**config.mk**
```make
export PLATFORM = sky130hd
export DESIGN_NAME = nvm_bus_ctrl
export DESIGN_NICKNAME = d
export VERILOG_FILES = /design/src/rtl/nvm_bus_pkg.sv /design/src/rtl/nvm_rst_filter.sv /design/src/rtl/nvm_wake_timer.sv /design/src/rtl/nvm_op_timer.sv /design/src/rtl/nvm_bus_ctrl.sv
export SDC_FILE = /design/constraint.sdc
export NUM_CORES = 1
export LEC_CHECK = 0
export CAP_MARGIN = 10
export CORE_MARGIN = 3
export CORE_UTILIZATION = 50
export DETAILED_ROUTE_END_ITERATION = 8
export PLACE_DENSITY = 0.84
export SETUP_SLACK_MARGIN = 0.15
export SLEW_MARGIN = 20
export SYNTH_ARGS = -nofsm -noshare
export SYNTH_HDL_FRONTEND = slang
export SYNTH_SLANG_ARGS = --single-unit
```
**constraint.sdc**
```tcl
create_clock -name clk -period 3.02 [get_ports clk]
set_clock_uncertainty 0.2 [all_clocks]
set_input_delay 0.453 -clock clk [delete_from_list [all_inputs] [get_ports clk]]
set_output_delay 0.453 -clock clk [all_outputs]
set_load 0.02 [all_outputs]
```
**src/rtl/nvm_bus_pkg.sv**
```systemverilog
package nvm_bus_pkg;
  typedef enum logic [1:0] {
    RD_ARRAY  = 2'd0,
    RD_IDENT  = 2'd1,
    RD_STATUS = 2'd2
  } rd_mode_e;

  localparam logic [7:0] CMD_ARRAY  = 8'hFF;
  localparam logic [7:0] CMD_IDENT  = 8'h90;
  localparam logic [7:0] CMD_STATUS = 8'h70;
  localparam logic [7:0] CMD_ERASE  = 8'h20;
  localparam logic [7:0] CMD_WWRITE = 8'h40;
  localparam logic [7:0] CMD_UNLOCK = 8'h60;

  localparam logic [7:0] SR_IDLE = 8'h80;
  localparam logic [7:0] SR_BUSY = 8'h00;
endpackage

```
**src/rtl/nvm_rst_filter.sv**
```systemverilog
module nvm_rst_filter #(
  parameter int RST_MIN = 25
) (
  input  logic clk,
  input  logic rst_n,
  input  logic pin_n,
  output logic in_rst,
  output logic qualify,
  output logic release_p
);
  localparam int CW = (RST_MIN < 2) ? 1 : $clog2(RST_MIN);
  localparam logic [CW-1:0] LIM = CW'(RST_MIN - 1);

  logic [CW-1:0] lo_q, lo_d;
  logic          in_rst_q, in_rst_d;

  always_comb begin
    qualify   = !pin_n && !in_rst_q && (lo_q == LIM);
    release_p = pin_n && in_rst_q;
    if (pin_n)            lo_d = '0;
    else if (lo_q == LIM) lo_d = lo_q;
    else                  lo_d = lo_q + 1'b1;
    if (in_rst_q) in_rst_d = !pin_n;
    else          in_rst_d = qualify;
  end

  always_ff @(posedge clk or negedge rst_n) begin
    if (!rst_n) begin
      lo_q     <= '0;
      in_rst_q <= 1'b0;
    end else begin
      lo_q     <= lo_d;
      in_rst_q <= in_rst_d;
    end
  end

  assign in_rst = in_rst_q;

  AST_QUAL_AFTER_LOW: assert property (@(posedge clk) disable iff (!rst_n)
    $rose(in_rst_q) |-> !$past(pin_n));
endmodule

```
**src/rtl/nvm_wake_timer.sv**
```systemverilog
module nvm_wake_timer #(
  parameter int CYC = 38
) (
  input  logic clk,
  input  logic rst_n,
  input  logic load,
  output logic done
);
  localparam int CW = $clog2(CYC + 1);

  logic [CW-1:0] cnt_q, cnt_d;

  always_comb begin
    if (load)             cnt_d = CW'(CYC);
    else if (cnt_q != '0) cnt_d = cnt_q - 1'b1;
    else                  cnt_d = cnt_q;
  end

  always_ff @(posedge clk or negedge rst_n) begin
    if (!rst_n) cnt_q <= '0;
    else        cnt_q <= cnt_d;
  end

  assign done = (cnt_q == '0);
endmodule

```
**src/rtl/nvm_op_timer.sv**
```systemverilog
module nvm_op_timer #(
  parameter int CYC = 64
) (
  input  logic clk,
  input  logic rst_n,
  input  logic start,
  input  logic abort,
  output logic busy,
  output logic finish
);
  localparam int CW = $clog2(CYC + 1);

  logic [CW-1:0] cnt_q, cnt_d;

  always_comb begin
    finish = (cnt_q == CW'(1)) && !abort;
    if (abort)              cnt_d = '0;
    else if (start)         cnt_d = CW'(CYC);
    else if (cnt_q != '0)   cnt_d = cnt_q - 1'b1;
    else                    cnt_d = cnt_q;
  end

  always_ff @(posedge clk or negedge rst_n) begin
    if (!rst_n) cnt_q <= '0;
    else        cnt_q <= cnt_d;
  end

  assign busy = (cnt_q != '0);

  AST_NO_EARLY_STOP: assert property (@(posedge clk) disable iff (!rst_n)
    $fell(busy) |-> ($past(abort) || $past(cnt_q) == CW'(1)));
endmodule

```
**src/rtl/nvm_bus_ctrl.sv**
```systemverilog
module nvm_bus_ctrl
  import nvm_bus_pkg::*;
#(
  parameter int          RST_MIN    = 25,
  parameter int          RD_WAKE    = 38,
  parameter int          WR_WAKE    = 30,
  parameter int          OP_CYCLES  = 64,
  parameter int          NUM_BLOCKS = 8,
  parameter logic [15:0] ID_CODE    = 16'h5A17
) (
  input  logic                  clk,
  input  logic                  rst_n,
  input  logic                  ce_n,
  input  logic                  oe_n,
  input  logic                  we_n,
  input  logic                  rst_pin_n,
  input  logic                  wp_n,
  input  logic [7:0]            cmd_in,
  input  logic [15:0]           arr_data,
  output logic [15:0]           dq_out,
  output logic                  dq_oe,
  output logic                  ry_by,
  output logic [NUM_BLOCKS-1:0] lock_bits,
  output logic                  cmd_ignored
);
  logic in_rst, qualify, release_p;
  logic rd_done, wr_done;
  logic op_busy, op_finish, op_start;

  rd_mode_e              mode_q, mode_d;
  logic [7:0]            sr_q, sr_d;
  logic [NUM_BLOCKS-1:0] lock_q, lock_d;
  logic                  abort_q, abort_d;
  logic                  ign_q, ign_d;
  logic                  cmd_wr, cmd_ok;
  logic [15:0]           rd_word;

  nvm_rst_filter #(.RST_MIN(RST_MIN)) u_rst_filter (
    .clk(clk), .rst_n(rst_n), .pin_n(rst_pin_n),
    .in_rst(in_rst), .qualify(qualify), .release_p(release_p)
  );

  nvm_wake_timer #(.CYC(RD_WAKE)) u_rd_wake (
    .clk(clk), .rst_n(rst_n), .load(release_p), .done(rd_done)
  );

  nvm_wake_timer #(.CYC(WR_WAKE)) u_wr_wake (
    .clk(clk), .rst_n(rst_n), .load(release_p), .done(wr_done)
  );

  nvm_op_timer #(.CYC(OP_CYCLES)) u_op_timer (
    .clk(clk), .rst_n(rst_n), .start(op_start), .abort(qualify),
    .busy(op_busy), .finish(op_finish)
  );

  // Command acceptance
  always_comb begin
    cmd_wr   = !ce_n && !we_n && rst_pin_n && !in_rst;
    cmd_ok   = cmd_wr && wr_done;
    op_start = 1'b0;
    if (cmd_ok && !op_busy) begin
      if (cmd_in == CMD_ERASE || cmd_in == CMD_WWRITE) op_start = 1'b1;
      if (cmd_in == CMD_UNLOCK && wp_n)                 op_start = 1'b1;
    end
  end

  // Next-state for mode, status, locks, abort and flag
  always_comb begin
    mode_d  = mode_q;
    sr_d    = sr_q;
    lock_d  = lock_q;
    abort_d = abort_q;
    ign_d   = cmd_wr && !wr_done;
    if (qualify && op_busy) abort_d = 1'b1;
    if (op_finish)          sr_d    = SR_IDLE;
    if (cmd_ok) begin
      case (cmd_in)
        CMD_ARRAY:  mode_d = RD_ARRAY;
        CMD_IDENT:  mode_d = RD_IDENT;
        CMD_STATUS: mode_d = RD_STATUS;
        default:    ;
      endcase
    end
    if (op_start) begin
      mode_d = RD_STATUS;
      sr_d   = SR_BUSY;
      if (cmd_in == CMD_UNLOCK) lock_d = '0;
    end
    if (release_p) begin
      mode_d  = RD_ARRAY;
      sr_d    = SR_IDLE;
      lock_d  = '1;
      abort_d = 1'b0;
    end
  end

  always_ff @(posedge clk or negedge rst_n) begin
    if (!rst_n) begin
      mode_q  <= RD_ARRAY;
      sr_q    <= SR_IDLE;
      lock_q  <= '1;
      abort_q <= 1'b0;
      ign_q   <= 1'b0;
    end else begin
      mode_q  <= mode_d;
      sr_q    <= sr_d;
      lock_q  <= lock_d;
      abort_q <= abort_d;
      ign_q   <= ign_d;
    end
  end

  // Read path
  always_comb begin
    case (mode_q)
      RD_IDENT:  rd_word = ID_CODE;
      RD_STATUS: rd_word = {8'h00, sr_q};
      default:   rd_word = arr_data;
    endcase
    dq_oe  = !ce_n && !oe_n && we_n && rst_pin_n && !in_rst && rd_done;
    dq_out = dq_oe ? rd_word : 16'h0000;
  end

  assign ry_by       = !op_busy && !abort_q;
  assign lock_bits   = lock_q;
  assign cmd_ignored = ign_q;

  AST_OE_GATING: assert property (@(posedge clk) disable iff (!rst_n)
    dq_oe |-> (!ce_n && !oe_n && we_n && rst_pin_n));
  AST_RELEASE_INIT: assert property (@(posedge clk) disable iff (!rst_n)
    $fell(in_rst) |-> (mode_q == RD_ARRAY && sr_q == SR_IDLE && (&lock_q)));
  AST_ABORT_HOLD: assert property (@(posedge clk) disable iff (!rst_n)
    (in_rst && abort_q) |-> !ry_by);
  AST_RD_WAKE: assert property (@(posedge clk) disable iff (!rst_n)
    !rd_done |-> !dq_oe);
  AST_WR_WAKE: assert property (@(posedge clk) disable iff (!rst_n)
    cmd_ignored |-> ($past(cmd_wr) && !$past(wr_done)));
  AST_STATUS_READY: assert property (@(posedge clk) disable iff (!rst_n)
    !in_rst |-> (sr_q[7] == !op_busy));
endmodule

```
## Word-level counts from Yosys, hierarchy flattened

Cells that the tools add are included.

| storage, ports and cells | value |
|---|---|
| bits in registers | 44 |
| output and inout bits | 27 |

| operators by class | value |
|---|---|
| $add $sub $neg | 4 |
| equal/unequal tests | 11 |
| mux-type cells | 27 |
| reductions and logical operators | 44 |

Operators by type and width:

| operator | count |
|---|---|
| $mux W8 | 6 |
| $pmux W16 S2 | 1 |
| $eq A8 B7 Y1 const B | 3 |
| $mux W7 | 3 |
| $mux W5 | 4 |
| $logic_and A1 B1 Y1 | 18 |
| $eq A8 B8 Y1 const B | 2 |
| $mux W16 | 1 |
| $mux W6 | 2 |
| $reduce_bool A2 Y1 | 5 |
| $reduce_bool A5 Y1 | 2 |
| $logic_not A1 Y1 | 9 |
| $reduce_bool A3 Y1 | 3 |
| $eq A8 B6 Y1 const B | 1 |
| $eq A7 B1 Y1 const B | 1 |
| $reduce_bool A7 Y1 | 1 |
| $sub A7 B1 Y7 const B | 1 |
| $logic_not A6 Y1 | 1 |
| $mux W1 | 6 |
| $mux W2 | 3 |
| $pmux W2 S3 | 1 |
| $reduce_bool A6 Y1 | 1 |
| $sub A6 B1 Y6 const B | 1 |
| $add A5 B1 Y5 const B | 1 |
| 8 further kinds | 9 |

## Logic depth before layout (Yosys ltp)

| logic depth | value |
|---|---|
| depth after elaboration | 9 |
| depth in mapped cells | 6 |
| gate-level depth less buffers | 6 |

## Modules after synthesis

From an unflattened synthesis, not the netlist that was laid out.

| second synthesis, totals | value |
|---|---|
| cell total of the unflattened synthesis | 217 |
| area, all modules | 1986.9 um^2 |

By module, submodules not included:

| module | times used | cells each | area an instance (um^2) |
|---|---|---|---|
| nvm_bus_ctrl | 1 | 82 | 611.8 |
| nvm_op_timer | 1 | 45 | 426.7 |
| nvm_wake_timer (u_rd_wake) | 1 | 34 | 349.1 |
| nvm_rst_filter | 1 | 33 | 344.1 |
| nvm_wake_timer (u_wr_wake) | 1 | 23 | 255.2 |

## Least setup slack after synthesis

OpenSTA, ideal clock, no wires.

| timing path | value |
|---|---|
| path type | register to output |
| start | register u_rd_wake.cnt_q[3] |
| end | output port dq_out[0] |
| arrival time | 1.944 ns |
| setup slack | 0.423 ns |
| stages on the path, launching flop included | 5 |
| buffers on the path | 0 |
| cell sequence | dfrtp_1 -> or3_1 -> nor4_4 -> o21ai_2 -> a21oi_1 |

| between the ends | value |
|---|---|
| cells in the longest elaborated chain, start to end | 3 |

RTL lines:

| what | line | source |
|---|---|---|
| from (decl) | nvm_wake_timer.sv:11 | `logic [CW-1:0] cnt_q, cnt_d;` |
| from (signal assigned) | nvm_wake_timer.sv:21 | `else cnt_q <= cnt_d;` |
| $logic_not A6 Y1 | nvm_wake_timer.sv:24 | `assign done = (cnt_q == '0);` |
| $logic_and A1 B1 Y1 | nvm_bus_ctrl.sv:120 | `dq_oe = !ce_n && !oe_n && we_n && rst_pin_n && !in_rst && rd_done;` |
| named net dq_oe | nvm_bus_ctrl.sv:21 | `output logic dq_oe,` |
| $mux W16 | nvm_bus_ctrl.sv:121 | `dq_out = dq_oe ? rd_word : 16'h0000;` |
| to (decl) | nvm_bus_ctrl.sv:20 | `output logic [15:0] dq_out,` |

The timed path passes the listed nets, and every way through them passes these cells.

## Worst setup path after layout

| timing path | value |
|---|---|
| start | register u_op_timer.cnt_q[2] |
| end | output port ry_by |

| between the ends | value |
|---|---|
| cells in the longest elaborated chain, start to end | 3 |

RTL lines:

| what | line | source |
|---|---|---|
| from (decl) | nvm_op_timer.sv:13 | `logic [CW-1:0] cnt_q, cnt_d;` |
| from (signal assigned) | nvm_op_timer.sv:25 | `else cnt_q <= cnt_d;` |
| $reduce_bool A7 Y1 | nvm_op_timer.sv:28 | `assign busy = (cnt_q != '0);` |
| $logic_not A1 Y1 | nvm_bus_ctrl.sv:124 | `assign ry_by = !op_busy && !abort_q;` |
| $logic_and A1 B1 Y1 | nvm_bus_ctrl.sv:124 |  |
| to (decl) | nvm_bus_ctrl.sv:22 | `output logic ry_by,` |

Every way passes these cells.

==> qor.tcl <==
set qor(drive_above_1_share_pct) 15.0
set qor(synthFlopType) {dfrtp_1}
set qor(clkLatencyLatePin_ps) 280
set qor(fmax_mhz) 363
set qor(floorplan.die.width_um) 67.8
set qor(drt_iter0_markers) 42
set qor(place_hpwl_um) 3340
set qor(mostFrequentLayoutCells) {clkdlybuf4s50_1 (40), dfrtp_1 (28), inv_1 (24)}
set qor(route.antenna.remaining_nets) 0
set qor(diodes) 0
set qor(cts_inserted_buffers) 5
set qor(mappedNetlistNets) 247
set qor(worst_slew_pin_tran_ps) 652
set qor(number_of_register_bits_inferred_by_synthesis) 30
set qor(hold_path.startpoint) {u_rd_wake.cnt_q[5]}
set qor(endpoint_kind) {output pin}
set qor(yosys-top-cells-area) {dfrtp_1 (37%), ha_1 (5.9%), inv_1 (4.7%), a21oi_1 (4.2%), nor2_1 (3.1%)}
set qor(num_rows) 21
set qor(ys_async_sr_fraction_pct) 100
set qor(postLayoutCellArea_sq_um) 2550
set qor(vias_per_cell) 5.36
set qor(power_report.internal_total_uw) 1020
set qor(peakVddDrop_v) 0.000384
set qor(pwr_density_cell_nw_per_um2) 627
set qor(placement_cell_area_sq_um) 2500
set qor(pwr-share-comb_pct) 35.8
set qor(crit_required_ps) 2370
set qor(worst_slew_margin_relative_to_its_limit_pct) 56.3
set qor(clock-sinks) 30
set qor(synth_cell_type_count) 53
set qor(yosysSeqAreaShare_pct) 39.4
set qor(postSynthCellCount) 207
set qor(routed_wirelength_um) 4260
set qor(final_cell_count_no_fill) 313
set qor(area_growth_syn_to_layout_pct) 33.7
set qor(die_area_sq_um) 4600
set qor(place.port_buffers) 57
set qor(power_switching_share_pct) 36.1
set qor(avgSynthCellArea_sq_um) 9.23
set qor(timing.rr.end) {u_op_timer.cnt_q[1]}
set qor(clk_transition_reported_paths_ps) 60
set qor(layout.nets) 306
set qor(path_cells) {nor4_4, nand2_4, nor2_1, clkdlybuf4s50_1}
set qor(final.min_clock_period_ps) 2760
set qor(gp_congestion) 0.885
set qor(final_hold_viol_count) 0
set qor(yosys.area.top_type_share_pct) 36.7
set qor(global_route_usage_over_all_layers_pct) 19.9
set qor(critPathSlowestCell) {clkdlybuf4s50_1}
set qor(cts_root_buffer) {clkbuf_8}
set qor(power.net_switching_uw) 578
set qor(setup_viol) 0
set qor(drt-wirelength-per-cell_um) 13.6
set qor(timing.rr.start) {u_wr_wake.cnt_q[0]}
set qor(worstHoldEndpoint) {u_rd_wake.cnt_q[5]}
set qor(hold_class) {reg2reg}
set qor(synth.cell_area_sq_um) 1910
set qor(timing.setup.tns_ps) 0
set qor(post-layout-total-power_uw) 1600
set qor(setup_crit_start_kind) {register}
set qor(post-place-cells) 304
set qor(tritoncts) {done}
set qor(crit_type) {reg2out}
set qor(grt_overflow) 0
set qor(count_of_cells_along_the_worst_register_to_register_path) 6
set qor(number_of_max_cap_violations) 0
set qor(cts_hold_buf) 0
set qor(outcome) {finished clean}
set qor(ys_warn_count) 0
set qor(pin_count_of_the_biggest_net_entering_global_routing) 31
set qor(synth_largest_area_cell) {dfrtp_1}
set qor(cts.htree.levels) 2
set qor(initial_drt_pass_iterations) 4
set qor(cts_max_path_buffers) 2
set qor(static-leakage-power_uw) 0.00122
set qor(final_min_period_over_clock_period_pct) 91.3
set qor(first_global_vias) 1537
set qor(grt_antenna_before_repair) 0
set qor(max_stage_delay_ps) 610
set qor(core_region_area_sq_um) 3490
set qor(wire_length_of_the_first_global_routing_pass_um) 6840
set qor(total_drc_errors_in_the_routed_layout) 0
set qor(detailroute.via_count) 1677
set qor(hold-path-cell-count) 1
set qor(timing_max_transition_violations_final) 0
set qor(power.share.clock_pct) 20.3
set qor(synth_edf_count) 0
set qor(dieHeight_um) 67.8
set qor(pin_count) 58
set qor(worst-r2r-setup-slack_ps) 830
set qor(cp_max_fo) 7
set qor(pwr-share-seq_pct) 43.9
set qor(rsz0062_at_grt) {no}
set qor(worst_path_arrival_ps) 2100
set qor(initial_core_util_pct) 54.7
set qor(mostFrequentLayoutCell) {clkdlybuf4s50_1}
-- final cells by class --
cell class | instances | area, sq um
Fill cell | 286 | 941
Inverter | 24 | 90.1
Clock buffer | 7 | 86.3
Timing Repair Buffer | 63 | 572
Sequential cell | 30 | 753
Multi-Input combinational cell | 142 | 990
Tap cell | 46 | 57.6
Clock inverter | 1 | 5.00
-- cells by family (layout without fill, tap and decap cells) --
group	after synthesis	in the layout	synth area share, %
flops	30	30	39.4
buf+inv	35	95	8.78
xor+xnor	9	9	4.13
compound gates	43	43	14.9
fa+ha+maj	9	9	5.89
mux	1	1	0.524
simple gates	80	80	26.4
-- cell usage after synthesis (3+ instances only) --
cell type and number:
nand2_1 15, ha_1 9, and3_1 8, o31ai_1 5, dfrtp_1 28, nor3_1 4, o21ai_0 4, nand3_1 6
a21oi_1 16, xnor2_1 5, a211oi_1 4, inv_1 24, and2_1 3, nor2_1 16, or3_1 8, xor2_1 4
buf_4 7
-- power by group through the flow --
stage | clock network (uW) | logic [uW] | registers [uW]
after floorplan | 0 | 440 | 668
after global routing | 352 | 651 | 726
after global placement | 0 | 551 | 694
after detailed placement | 0 | 581 | 706
after CTS | 330 | 581 | 700
final | 325 | 574 | 703
-- critical path, delay by kind of cell (launching register included) --
| kind | cells | cell delay [ps] |
|---|---|---|
| and+or+nand+nor | 3 | 750 |
| buffers and inverters | 1 | 610 |
| DFF | 1 | 470 |
-- what timing repair did --
action / CTS / global route
setup endpoints to repair: 17 / 10
setup buffers: 1 / 0
cloned: 0 / 0
resized for setup: 15 / 18
-- registers in the layout, indices dropped and copies added (netlist names) --
| signal | cells |
|---|---|
| lock_bits | 1 |
| mode_q | 2 |
| cmd_ignored | 1 |
| u_rst_filter.lo_q | 5 |
| u_op_timer.cnt_q | 7 |
| u_rst_filter.in_rst | 1 |
| u_rd_wake.cnt_q | 6 |
| sr_q | 1 |
| u_wr_wake.cnt_q | 5 |
| abort_q | 1 |
-- metrics by stage --
stage                     utilization, %  hold slack [ps]  setup slack [ps]
after CTS                           73.8              283              8.73
after floorplan                        -            -42.6               423
after detailed placement            71.5              274              1.01
final                               73.1              282               263
after global placement              71.5              264              26.6
after global routing                73.1              309               168
-- worst max path at each step --
| stage | slack [ps] | endpoint | start | cells past startpoint |
|---|---|---|---|---|
| after detailed placement | 1 | dq_out[0] | ce_n | 6 |
| final | 260 | ry_by | u_op_timer.cnt_q[2] | 4 |
| after floorplan | 420 | dq_out[0] | u_rd_wake.cnt_q[3] | 4 |
| after global placement | 30 | dq_out[0] | ce_n | 6 |
| after global routing | 170 | ry_by | u_op_timer.cnt_q[2] | 4 |
| after CTS | 9 | dq_out[8] | u_rd_wake.cnt_q[3] | 5 |
-- metal layers --
| metal | up-vias | track usage (%) | routed length (um) | share of wire (%) |
|---|---|---|---|---|
| met5 | - | 0 | 0 | 0 |
| met4 | 0 | 5.96 | 48 | 1.1 |
| met3 | 6 | 5.91 | 433 | 10 |
| met2 | 60 | 33.4 | 1950 | 46 |
| met1 | 770 | 24.8 | 1830 | 43 |
| li1 | 841 | - | - | - |
Power figures use the tool's default switching activity.
